### src/rtl/flash_erase_front.sv
module flash_erase_front #(
  parameter int CNT_W = 24,
  parameter int REGIONS = 16,
  parameter int REC_CYCLES = 16,
  parameter logic [7:0] OP_WREN = 8'h06,
  parameter logic [7:0] OP_RDSR = 8'h05,
  parameter logic [7:0] OP_BULK = 8'hC7
) (
  input  logic               clk,
  input  logic               rst_n,
  input  logic               spi_sclk,
  input  logic               spi_cs_n,
  input  logic               spi_mosi,
  output logic               spi_miso,
  input  logic [REGIONS-1:0] region_lock,
  input  logic [CNT_W-1:0]   erase_len,
  output logic               array_clear
);
  localparam int REC_W = $clog2(REC_CYCLES + 1);

  logic             sclk_q, cs_q;
  logic [3:0]       bit_cnt;
  logic [7:0]       sh;
  logic             sel_ok, rd_mode;
  logic [2:0]       out_idx;
  logic             wel, wip;
  logic [CNT_W-1:0] cyc;
  logic [REC_W-1:0] rec_cnt;
  logic [7:0]       status;

  assign status = {6'b0, wel, wip};

  wire cs_fall   = ~spi_cs_n & cs_q;
  wire cs_rise   = spi_cs_n & ~cs_q;
  wire sclk_rise = spi_sclk & ~sclk_q & ~spi_cs_n & sel_ok;
  wire sclk_fall = ~spi_sclk & sclk_q & ~spi_cs_n & sel_ok;
  wire frame8    = cs_rise & sel_ok & (bit_cnt == 4'd8);
  wire do_wren   = frame8 & (sh == OP_WREN) & ~wip;
  wire do_bulk   = frame8 & (sh == OP_BULK) & wel & ~wip & ~(|region_lock);
  wire cyc_last  = wip & (cyc == CNT_W'(1));

  always_ff @(posedge clk or negedge rst_n) begin
    if (!rst_n) begin
      sclk_q      <= 1'b0;
      cs_q        <= 1'b1;
      bit_cnt     <= '0;
      sh          <= '0;
      sel_ok      <= 1'b0;
      rd_mode     <= 1'b0;
      out_idx     <= 3'd7;
      spi_miso    <= 1'b0;
      wel         <= 1'b0;
      wip         <= 1'b0;
      cyc         <= '0;
      rec_cnt     <= REC_W'(REC_CYCLES);
      array_clear <= 1'b0;
    end else begin
      sclk_q      <= spi_sclk;
      cs_q        <= spi_cs_n;
      array_clear <= 1'b0;
      if (rec_cnt != '0) rec_cnt <= rec_cnt - 1'b1;

      if (cs_fall) begin
        sel_ok  <= (rec_cnt == '0);
        bit_cnt <= '0;
        rd_mode <= 1'b0;
        out_idx <= 3'd7;
      end else if (cs_rise) begin
        sel_ok  <= 1'b0;
        rd_mode <= 1'b0;
      end

      if (sclk_rise) begin
        sh <= {sh[6:0], spi_mosi};
        if (bit_cnt != 4'hF) bit_cnt <= bit_cnt + 1'b1;
        if (bit_cnt == 4'd7 && {sh[6:0], spi_mosi} == OP_RDSR) rd_mode <= 1'b1;
      end

      if (spi_cs_n) begin
        spi_miso <= 1'b0;
      end else if (sclk_fall && rd_mode) begin
        spi_miso <= status[out_idx];
        out_idx  <= out_idx - 1'b1;
      end

      if (do_wren) wel <= 1'b1;

      if (do_bulk) begin
        wip <= 1'b1;
        wel <= 1'b0;
        cyc <= (erase_len == '0) ? CNT_W'(1) : erase_len;
      end else if (cyc_last) begin
        wip         <= 1'b0;
        array_clear <= 1'b1;
      end else if (wip) begin
        cyc <= cyc - 1'b1;
      end
    end
  end

  a_r4_start_on_select_rise: assert property (@(posedge clk) disable iff (!rst_n)
    $rose(wip) |-> $past(cs_rise) && !wel);
  a_r6_start_needs_latch: assert property (@(posedge clk) disable iff (!rst_n)
    $rose(wip) |-> $past(wel));
  a_r9_start_needs_unlocked: assert property (@(posedge clk) disable iff (!rst_n)
    $rose(wip) |-> ($past(region_lock) == '0));
  a_r8_cycle_no_reload: assert property (@(posedge clk) disable iff (!rst_n)
    (wip && $past(wip)) |-> (cyc == $past(cyc) - 1'b1));
  a_r5_strobe_at_end: assert property (@(posedge clk) disable iff (!rst_n)
    array_clear |-> (!wip && $past(wip)));
  a_r11_no_frame_in_recovery: assert property (@(posedge clk) disable iff (!rst_n)
    (rec_cnt != '0) |-> !sel_ok);
  a_r12_miso_idle_low: assert property (@(posedge clk) disable iff (!rst_n)
    $past(spi_cs_n) |-> !spi_miso);
endmodule

### config.mk
export PLATFORM = sky130hd
export DESIGN_NAME = flash_erase_front
export DESIGN_NICKNAME = d
export VERILOG_FILES = /design/src/rtl/flash_erase_front.sv
export SDC_FILE = /design/constraint.sdc
export NUM_CORES = 1
export LEC_CHECK = 0
export ABC_AREA = 1
export BUFFER_PORTS_ARGS = -buffer_cell sky130_fd_sc_hd__buf_2
export CAP_MARGIN = 10
export CELL_PAD_IN_SITES_DETAIL_PLACEMENT = 1
export CELL_PAD_IN_SITES_GLOBAL_PLACEMENT = 1
export CORE_MARGIN = 1
export CORE_UTILIZATION = 37
export DETAILED_ROUTE_END_ITERATION = 8
export PLACE_DENSITY = 0.83
export SYNTH_ARGS = -nofsm -noshare
export SYNTH_HDL_FRONTEND = slang
export SYNTH_SLANG_ARGS = --single-unit
export TNS_END_PERCENT = 50
### constraint.sdc
create_clock -name clk -period 1.8 [get_ports clk]
set_clock_uncertainty 0.15 [all_clocks]
set_input_delay 0.09 -clock clk [delete_from_list [all_inputs] [get_ports clk]]
set_output_delay 0.09 -clock clk [all_outputs]
set_load 0.05 [all_outputs]
# Word-level counts from Yosys, hierarchy flattened

Index checks and enable logic that the tools add are counted.

Register bits after elaboration: 52
Bits in latches: 0
RAM bits: 0
Bits in read-only memories: 0
Output and inout bits: 2
Memories: 0

Add/subtract/negate cells: 4
$mul: 0
Divide/modulo/power cells: 0
Order comparisons: 1
Eq/ne operators: 8
Shift-type cells: 0
Muxes and demuxes: 26
Bitwise operators: 23
Reduce and logical (&&, ||, !) cells: 12

Operator list:

| kind                                               | count |
|---|---|
| two-way mux 24 bit                                 | 4 |
| == test 24 x 1 -> 1 bit, second input constant     | 1 |
| logical NOT 24 bit                                 | 1 |
| subtractor 24 x 1 -> 24 bit, second input constant | 1 |
| bitwise AND 1 bit                                  | 17 |
| == test 8 x 3 -> 1 bit, second input constant      | 2 |
| OR reduction 16 bit                                | 1 |
| two-way mux 1 bit                                  | 15 |
| two-way mux 4 bit                                  | 3 |
| nonzero test 2 bit                                 | 5 |
| two-way mux 3 bit                                  | 3 |
| == test 8 bit, second input constant               | 1 |
| inverter 1 bit                                     | 6 |
| logical NOT 5 bit                                  | 1 |
| nonzero test 5 bit                                 | 1 |
| subtractor 5 x 1 -> 5 bit, second input constant   | 1 |
| adder 4 x 1 -> 4 bit, second input constant        | 1 |
| == test 4 x 3 -> 1 bit, second input constant      | 1 |
| == test 4 bit, second input constant               | 1 |
| < comparator 3 x 4 -> 1 bit, second input constant | 1 |
| inequality test 4 bit, second input constant       | 1 |
| binary-select mux 1 bit (select 3 bit)             | 1 |
| subtractor 3 x 1 -> 3 bit, second input constant   | 1 |
| logical AND 1 bit                                  | 2 |
| 2 further kinds                                    | 2 |

# Depth between registers and ports, before layout

Gate-level depths: netlist (run 1).

Word-level depth: 10
Gate-level depth with buffers: 11

# Least setup slack after synthesis (run 1)

Ideal clock, no wire load.

Path type: reg2reg
Start: reg bit_cnt[0]
End: reg cyc[0]
Library setup time: 117 ps
Arrival time: 1417 ps
Path slack: 116 ps
Stages on the path, launching flop included: 11
Path buffers: 1
Cell sequence: dfrtp_1 -> inv_1 -> ha_1 -> nand2_1 -> nor3_1 -> nand3_2 -> nand2_4 -> inv_4 -> buf_6 -> nand2_1 -> nand2_1

Word-level cells in the longest chain between the ends: 8
Elaborated cells on any way between the ends: 10
Those cells by class: eq/ne (2); mux (1); bitwise (5); reduce/logical (2)

Ends and longest elaborated chain:

| element                                                                      | line | text |
|---|---|---|
| start, declared                                                              | 22   | `logic [3:0] bit_cnt;` |
| start signal, assigned                                                       | 75   | `if (bit_cnt != 4'hF) bit_cnt <= bit_cnt + 1'b1;` |
| == test 4 bit (*)                                                            | 37   | `wire frame8 = cs_rise & sel_ok & (bit_cnt == 4'd8);` |
| bitwise AND 1 bit (*)                                                        | 37   |  |
| bitwise AND 1 bit (*) (4 in series)                                          | 39   | `wire do_bulk = frame8 & (sh == OP_BULK) & wel & ~wip & ~(\|region_lock);` |
| inequality test 2 bit (no source line) or nonzero test 2 bit (tied branches) | n/a  |  |
| AND reduction 2 bit (no source line)                                         | n/a  |  |
| end signal, assigned                                                         | 91   | `cyc <= (erase_len == '0) ? CNT_W'(1) : erase_len;` |
| end signal, assigned                                                         | 96   | `cyc <= cyc - 1'b1;` |
| end, declared                                                                | 27   | `logic [CNT_W-1:0] cyc;` |

Every way passes the cells marked *; elsewhere a longest branch is shown, timed or not.
A chain may end at the register's enable or synchronous reset.

# Worst setup path after layout (run 1)

Start: reg cyc[7]
End: reg cyc[12]

Word-level cells in the longest chain between the ends: 4
Elaborated cells on any way between the ends: 8
Those cells by class: add/sub (1); eq/ne (2); mux (3); bitwise (1); reduce/logical (1)

Ends and longest elaborated chain:

| element                                                                | line |
|---|---|
| subtractor 24 x 1 -> 24 bit or == test 24 x 1 -> 1 bit (tied branches) | 96, 40 |
| two-way mux 24 bit or bitwise AND 1 bit (tied branches)                | 95, 40 |
| two-way mux 24 bit or inequality test 2 bit (tied branches)            | n/a |
| two-way mux 24 bit or AND reduction 2 bit (tied branches)              | n/a |

Several ways; a longest one is shown, not always the timed one. The select of a mux whose other input is x is not followed.

==> reports/qor.txt, run 1 <==
Outcome -> finished, violations left
Failing checks -> setup timing
Setup TNS -> -5.56 ns
Post-synthesis async set-or-reset flop share -> 100%
CP Class -> register to register
R2R depth -> 10
Syn nets -> 594
Worst r2r src -> cyc[7]
Clock Latency Late Sink -> 0.34 ns
Mean Syn Cell Area -> 6.54 sq um
Register area share after synthesis -> 36.9%
Largest cells by area after synthesis -> dfrtp_1, nand2_1, nand3_1, nor2_1, inv_1
GRT Total Usage -> 30.8%
Detailed-route DRC error count -> 0
Worst rel slew slack -> 74.8%
Finished Core Util -> 55.3%
Pin count of the biggest net entering global routing -> 53
Layout cells sized above 1 -> 27.7%
# diodes -> 0
Root buf cell -> clkbuf_8
Slowest-stage cell, CP -> dfrtp_1
WL final -> 17,300 microns
Vias in the first global route -> 4,602
Count leader, synth -> nand2_1
Switching share of total power -> 34.1%
Number of clock buffers inserted by TritonCTS -> 5
Worst path depth -> 10
YS warnings -> 0
Die Wd -> 99.8 microns
Depth of the worst hold-timing path -> 5
Mean number of vias per cell -> 5.71
Final Cycle Share -> 119%
Arrival time of the worst setup path -> 2.29 ns
Pin slew with the least headroom to its limit -> 0.377 ns
Max Transition Viols Final -> 0
Reg2reg end -> cyc[12]
Final worst slack -> -0.351 ns
Initial antenna violation count -> 0
Max FO, Critical Path -> 4
Pwr dens -> 509 nW/um^2
Area share of the largest cell type after synthesis -> 33.2%
DP Wirelength -> 8090 microns
Core area -> 9240 sq um
Port bufs -> 46
Launch point of the worst path -> cyc[7]
Placer Congestion -> 0.820
Max_cap viols -> 0
Area Growth Syn to Fin -> 44.4%
I/O Pins -> 47
Hold Vio Cnt, Final -> 0
CP Cell Sequence -> nor2_2 -> nand2_1 -> nor2_2 -> buf_4 -> nand3b_1 -> nand2_1 -> nand2_4 -> nand2_2 -> nand2_1 -> nand2_1
Number of cell rows -> 35
DR vias -> 4,557
Placement Cell Area -> 4250 sq um
Top cell type by total area after synthesis -> dfrtp_1
Reg clk slew, reported paths -> 0.12 ns
Worst Setup EP -> cyc[12]
Wire per inst -> 21.7 microns
Fmax -> 465 MHz
Most instantiated cells after synthesis -> nand2_1, nor2_1, nand3_1
LEAKAGE -> 2.76 nW
Synthesized flop and latch total -> 52
DRT iter0 DRCs -> 263
CP max stage delay -> 0.50 ns
Sw Pwr -> 0.000886 W
H-tree levels -> 2
Clock Tree Buf Depth -> 2
Pwr Total -> 0.00260 W
Post-synth EDFFs -> 0
Nets -> 721
Worst Path Required -> 1.94 ns
CTS tree -> yes
Detail Route Antenna Nets -> 0
Crit start category -> register
Combinational Power Share -> 19.6%
RSZ-0062 raised after global routing -> yes
Initial Util -> 38.3%
Crit path top cell by count -> nand2_1
Sink Count -> 52
Remaining Overflow, GRT -> 0
Clock power share -> 30.4%
Post-Place Cells -> 752
Cells after synthesis -> 541
Global-route wire length before repair -> 23,400 microns
Largest delay contributor family on the critical path -> simple AND/OR/NAND/NOR gates
R2R setup slack -> -0.35 ns
CP endpoint kind -> register
Hold/Removal Path Class -> input pin to register
Final setup viols -> 26
Mapped Area -> 3540 sq um
Non-filler cells, final -> 798
Prevailing post-synth register cell -> dfrtp_1
Minimum clock period -> 2.15 ns
Reg power frac -> 50.0%
Post-Layout Inst Area -> 5110 sq um
Internal -> 0.00171 W
Die area -> 9960 sq um
Die Height -> 99.8 microns
Peak VDD IR -> 0.354 mV
Critical path buffer and inverter count -> 1
First-pass detailed-route iteration total -> 5
Count of different cell masters after synthesis -> 34
==> worst register-to-register path: stages, from the launching register on <==
cell and delay, ns:
dfrtp_1 0.50, nor2_2 0.20, nand2_1 0.14, nor2_2 0.17, buf_4 0.16, nand3b_1 0.25, nand2_1 0.23, nand2_4 0.07
nand2_2 0.06, nand2_1 0.08, nand2_1 0.10
==> state kept, by name (all words and copies together) (netlist names), 3 cells and up <==
| signal | cells |
|---|---|
| sh | 8 |
| out_idx | 3 |
| rec_cnt | 5 |
| cyc | 24 |
| bit_cnt | 4 |
==> per-layer routing <==
layer	routed length (microns)	global-route usage, %	part of all wire (%)
met1	6540	37.6	38
met4	1250	16.9	7.2
met2	8050	52.5	46
met3	1500	4.25	8.6
met5	0	0	0
==> cells by family after synthesis <==
logic type | Yosys count | synth area share (%)
AND/OR/NAND/NOR | 367 | 44.2
buffers and inverters | 75 | 9.23
flip-flops | 52 | 36.9
adder cells (fa/ha/maj) | 8 | 2.83
AO/OA/AOI/OAI | 31 | 4.84
XOR/XNOR | 8 | 1.98
==> power groups by stage <==
stage,registers (W),logic (W),clock network (W)
after detailed placement,0.00131,0.000371,0
after CTS,0.00128,0.000424,0.000751
after floorplan,0.00130,0.000175,0
final,0.00130,0.000509,0.000791
after global placement,0.00130,0.000357,0
after global routing,0.00131,0.000543,0.000806
==> per-stage QoR <==
step | setup slack (ns) | hold WS (ns)
floorplan | 0.116 | -0.356
global placement | -0.124 | -0.0461
detailed placement | -0.184 | -0.0412
CTS | -0.0316 | 0.0106
global route | -0.355 | 0.0200
finish | -0.351 | 0.0134
==> timing repair <==
item,in CTS,in global routing
gates resized for setup,42,48
gates cloned,4,1
endpoints found under the hold margin,79,0
pin swaps,11,18
buffers inserted,5,1
hold buffers,27,0
endpoints found under the setup margin,25,28
==> area by class of cell <==
cell class | count | area [sq um]
Timing Repair Buffer | 130 | 1110
Inverter | 64 | 258
Multi-Input combinational cell | 415 | 2180
Clock inverter | 3 | 22.5
Clock buffer | 5 | 68.8
Sequential cell | 52 | 1310
Fill cell | 1171 | 4130
Tap cell | 129 | 161
==> placed cells by master, fill, tap and decap left out, types with 2 or more instances in the layout <==
master         count
nand3b_1           2
dfrtp_1           46
nand3_1           53
dlygate4sd3_1     27
nor2_2            11
buf_2             46
buf_6              2
buf_4             43
nand3_2           13
xor2_1             7
buf_12             7
ha_1               5
dfstp_2            5
ha_2               2
buf_16             3
inv_1             59
nand2_1          161
nor2_1            73
o21ai_0           16
nand2_2           20
a21o_1             2
nand2_4            4
inv_2              2
nor2_4             5
a21oi_1            8
clkbuf_8           5
nand4_1           14
nand3_4            5
clkinv_4           2
==> worst min path at each step <==
stage / slack, ns / end / from
2_1_floorplan: -0.36 / array_clear / rst_n
3_3_place_gp: -0.05 / cyc[5] / rst_n
3_5_place_dp: -0.04 / cyc[5] / rst_n
4_1_cts: 0.01 / cyc[0] / erase_len[0]
5_1_grt: 0.02 / cyc[0] / erase_len[0]
6_report: 0.01 / cyc[0] / erase_len[0]
No activity file was read; power rests on OpenSTA's default activity.
==> run 2: changes to the inputs <==
Settings changed: SKIP_LAST_GASP set to 1.
==> run 2 against run 1 <==
The flow still finishes with violations (setup timing). Highest routed layer unchanged. Largest power group unchanged. Combinational power hardly changed. Hold slack better by 0.011 ns. Worst setup slack better by 0.066 ns.
==> reports/qor.txt, run 2 (synthesized netlist as in run 1, its figures left out) <==
Outcome -> finished, violations left (unchanged)
Failing checks -> setup timing (unchanged)
Non-filler cells, final -> 801 (was 798)
Final Cycle Share -> 116% (was 119%)
Reg clk slew, reported paths -> 0.11 ns (was 0.12 ns)
RSZ-0062 raised after global routing -> yes (unchanged)
DR vias -> 4,606 (was 4,557)
WL final -> 16,800 microns (was 17,300 microns)
Internal -> 0.00173 W (was 0.00171 W)
Remaining Overflow, GRT -> 0 (unchanged)
Post-Place Cells -> 752 (unchanged)
Max reg flops -> 24 (unchanged)
Detail Route Antenna Nets -> 0 (unchanged)
Setup TNS -> -4.75 ns (was -5.56 ns)
Post-Layout Inst Area -> 5060 sq um (was 5110 sq um)
Hold/Removal Path Class -> input pin to register (unchanged)
Placement Cell Area -> 4250 sq um (unchanged)
Vias in the first global route -> 4,743 (was 4,602)
Finished Core Util -> 54.8% (was 55.3%)
Crit start category -> register (unchanged)
Pwr dens -> 509 nW/um^2 (about the same)
Clock Latency Late Sink -> 0.34 ns (about the same)
Most common cell after layout, fill and taps aside -> nand2_1 (unchanged)
Worst Path Required -> 1.88 ns (was 1.94 ns)
Final worst slack -> -0.285 ns (was -0.351 ns)
Combinational Power Share -> 19.9% (was 19.6%)
Root buf cell -> clkbuf_8 (unchanged)
Detailed-route DRC error count -> 0 (unchanged)
Worst Setup EP -> cyc[15] (was cyc[12])
Nets -> 724 (was 721)
Mean number of vias per cell -> 5.75 (was 5.71)
Hold Vio Cnt, Final -> 0 (unchanged)
GRT Total Usage -> 31.4% (was 30.8%)
Final setup viols -> 27 (was 26)
R2R depth -> 9 (was 10)
Commonest non-fill, non-tap cells in the layout -> nand2_1, nor2_1, nand3_1 (was nand2_1, nor2_1, inv_1)
Die Height -> 99.8 microns (unchanged)
Die Wd -> 99.8 microns (unchanged)
Number of clock buffers inserted by TritonCTS -> 5 (unchanged)
First-pass detailed-route iteration total -> 5 (unchanged)
DP Worst Slack -> -0.184 ns (unchanged)
CP endpoint kind -> register (unchanged)
Largest regs -> cyc: 24 flops, sh: 8 flops, rec_cnt: 5 flops (unchanged)
CP Class -> register to register (unchanged)
Die area -> 9960 sq um (unchanged)
Pin slew with the least headroom to its limit -> 0.420 ns (was 0.377 ns)
Most flops, register -> cyc (unchanged)
Sw Pwr -> 0.000848 W (was 0.000886 W)
Initial antenna violation count -> 0 (unchanged)
Global-route wire length before repair -> 24,100 microns (was 23,400 microns)
Hold Path Origin -> erase_len[0] (unchanged)
Clock Tree Buf Depth -> 2 (unchanged)
Reg power frac -> 50.4% (was 50.0%)
LEAKAGE -> 2.76 nW (about the same)
Reg2reg end -> cyc[15] (was cyc[12])
Switching share of total power -> 32.9% (was 34.1%)
Minimum clock period -> 2.08 ns (was 2.15 ns)
Worst r2r src -> cyc[5] (was cyc[7])
Layout cells sized above 1 -> 27.7% (about the same)
Number of cell rows -> 35 (unchanged)
H-tree levels -> 2 (unchanged)
CTS tree -> yes (unchanged)
Max Transition Viols Final -> 0 (unchanged)
DP Wirelength -> 8090 microns (unchanged)
Wire per inst -> 20.9 microns (was 21.7 microns)
Clock power share -> 29.8% (was 30.4%)
# diodes -> 0 (unchanged)
Initial Util -> 38.3% (unchanged)
I/O Pins -> 47 (unchanged)
Worst rel slew slack -> 71.7% (was 74.8%)
Port bufs -> 46 (unchanged)
Placer Congestion -> 0.820 (unchanged)
Fmax -> 480 MHz (was 465 MHz)
Max FO, Critical Path -> 6 (was 4)
DRT iter0 DRCs -> 336 (was 263)
Launch point of the worst path -> cyc[5] (was cyc[7])
Pin count of the biggest net entering global routing -> 53 (unchanged)
Area Growth Syn to Fin -> 43.1% (was 44.4%)
R2R setup slack -> -0.28 ns (was -0.35 ns)
Core area -> 9240 sq um (unchanged)
Max_cap viols -> 0 (unchanged)
Arrival time of the worst setup path -> 2.16 ns (was 2.29 ns)
Layout fillers -> 1,168 (was 1,171)
Sink Count -> 52 (unchanged)
Peak VDD IR -> 0.378 mV (was 0.354 mV)
## run 2: cell count changes in the layout (fill, tap and decap cells not counted), sizes merged
| cell | change |
|---|---|
| buf | +4 |
| clkbuf | -1 |
| clkinv | -1 |
| inv | +1 |
## run 2: final cells by class
type / count / area [sq um] / share of cell area [%]
clock buffer: 5 / 68.8 / 1.36
inverter: 64 / 256 / 5.07
multi-input combinational: 415 / 2130 / 42.1
clock inverter: 3 / 22.5 / 0.445
tap: 129 / 161 / 3.19
sequential: 52 / 1310 / 25.8
timing repair buffer: 133 / 1110 / 22.0
## run 2: metal layers
metal / share of wire, % / track usage, %
met5: 0 / 0
met4: 6.4 / 19.1
met3: 7.5 / 7.24
met2: 48 / 51.6
met1: 39 / 37.5
## run 2: how the worst min path moves through the flow
stage	to	slack, ns	depth (start not counted)
after floorplan	array_clear	-0.36	0
after global placement	cyc[5]	-0.05	2
after detailed placement	cyc[5]	-0.04	2
after CTS	cyc[0]	0.01	5
after global routing	cyc[0]	0.03	5
final	cyc[0]	0.02	5
## run 2: repair_timing
item / in CTS / in global routing
resized for setup: 31 / 51
endpoints found under the setup margin: 25 / 27
hold endpoints to repair: 79 / 0
buffers inserted: 5 / 5
hold buffers: 27 / 0
pin swaps: 11 / 15
cloned: 4 / 0
## run 2: critical path, cell delays in order (launching register included)
cell	delay, ns
dfrtp_1	0.50
nor2_1	0.34
nand2_1	0.20
nor2_2	0.17
buf_4	0.18
nand3_1	0.12
nand3_1	0.12
nand2_1	0.05
nand2_1	0.08
nand2_1	0.06
## run 2: power groups by stage
stage	Clock (W)	Sequential, W	Combinational, W
after global placement	0	0.00130	0.000357
after floorplan	0	0.00130	0.000175
after global routing	0.000803	0.00130	0.000552
after CTS	0.000751	0.00128	0.000424
after detailed placement	0	0.00131	0.000371
final	0.000767	0.00130	0.000512
## run 2: metrics by stage
step / hold slack, ns / power, W
after floorplan: -0.356 / 0.00147
after global placement: -0.0461 / 0.00166
after detailed placement: -0.0412 / 0.00168
after CTS: 0.0106 / 0.00246
after global routing: 0.0327 / 0.00266
final: 0.0241 / 0.00258
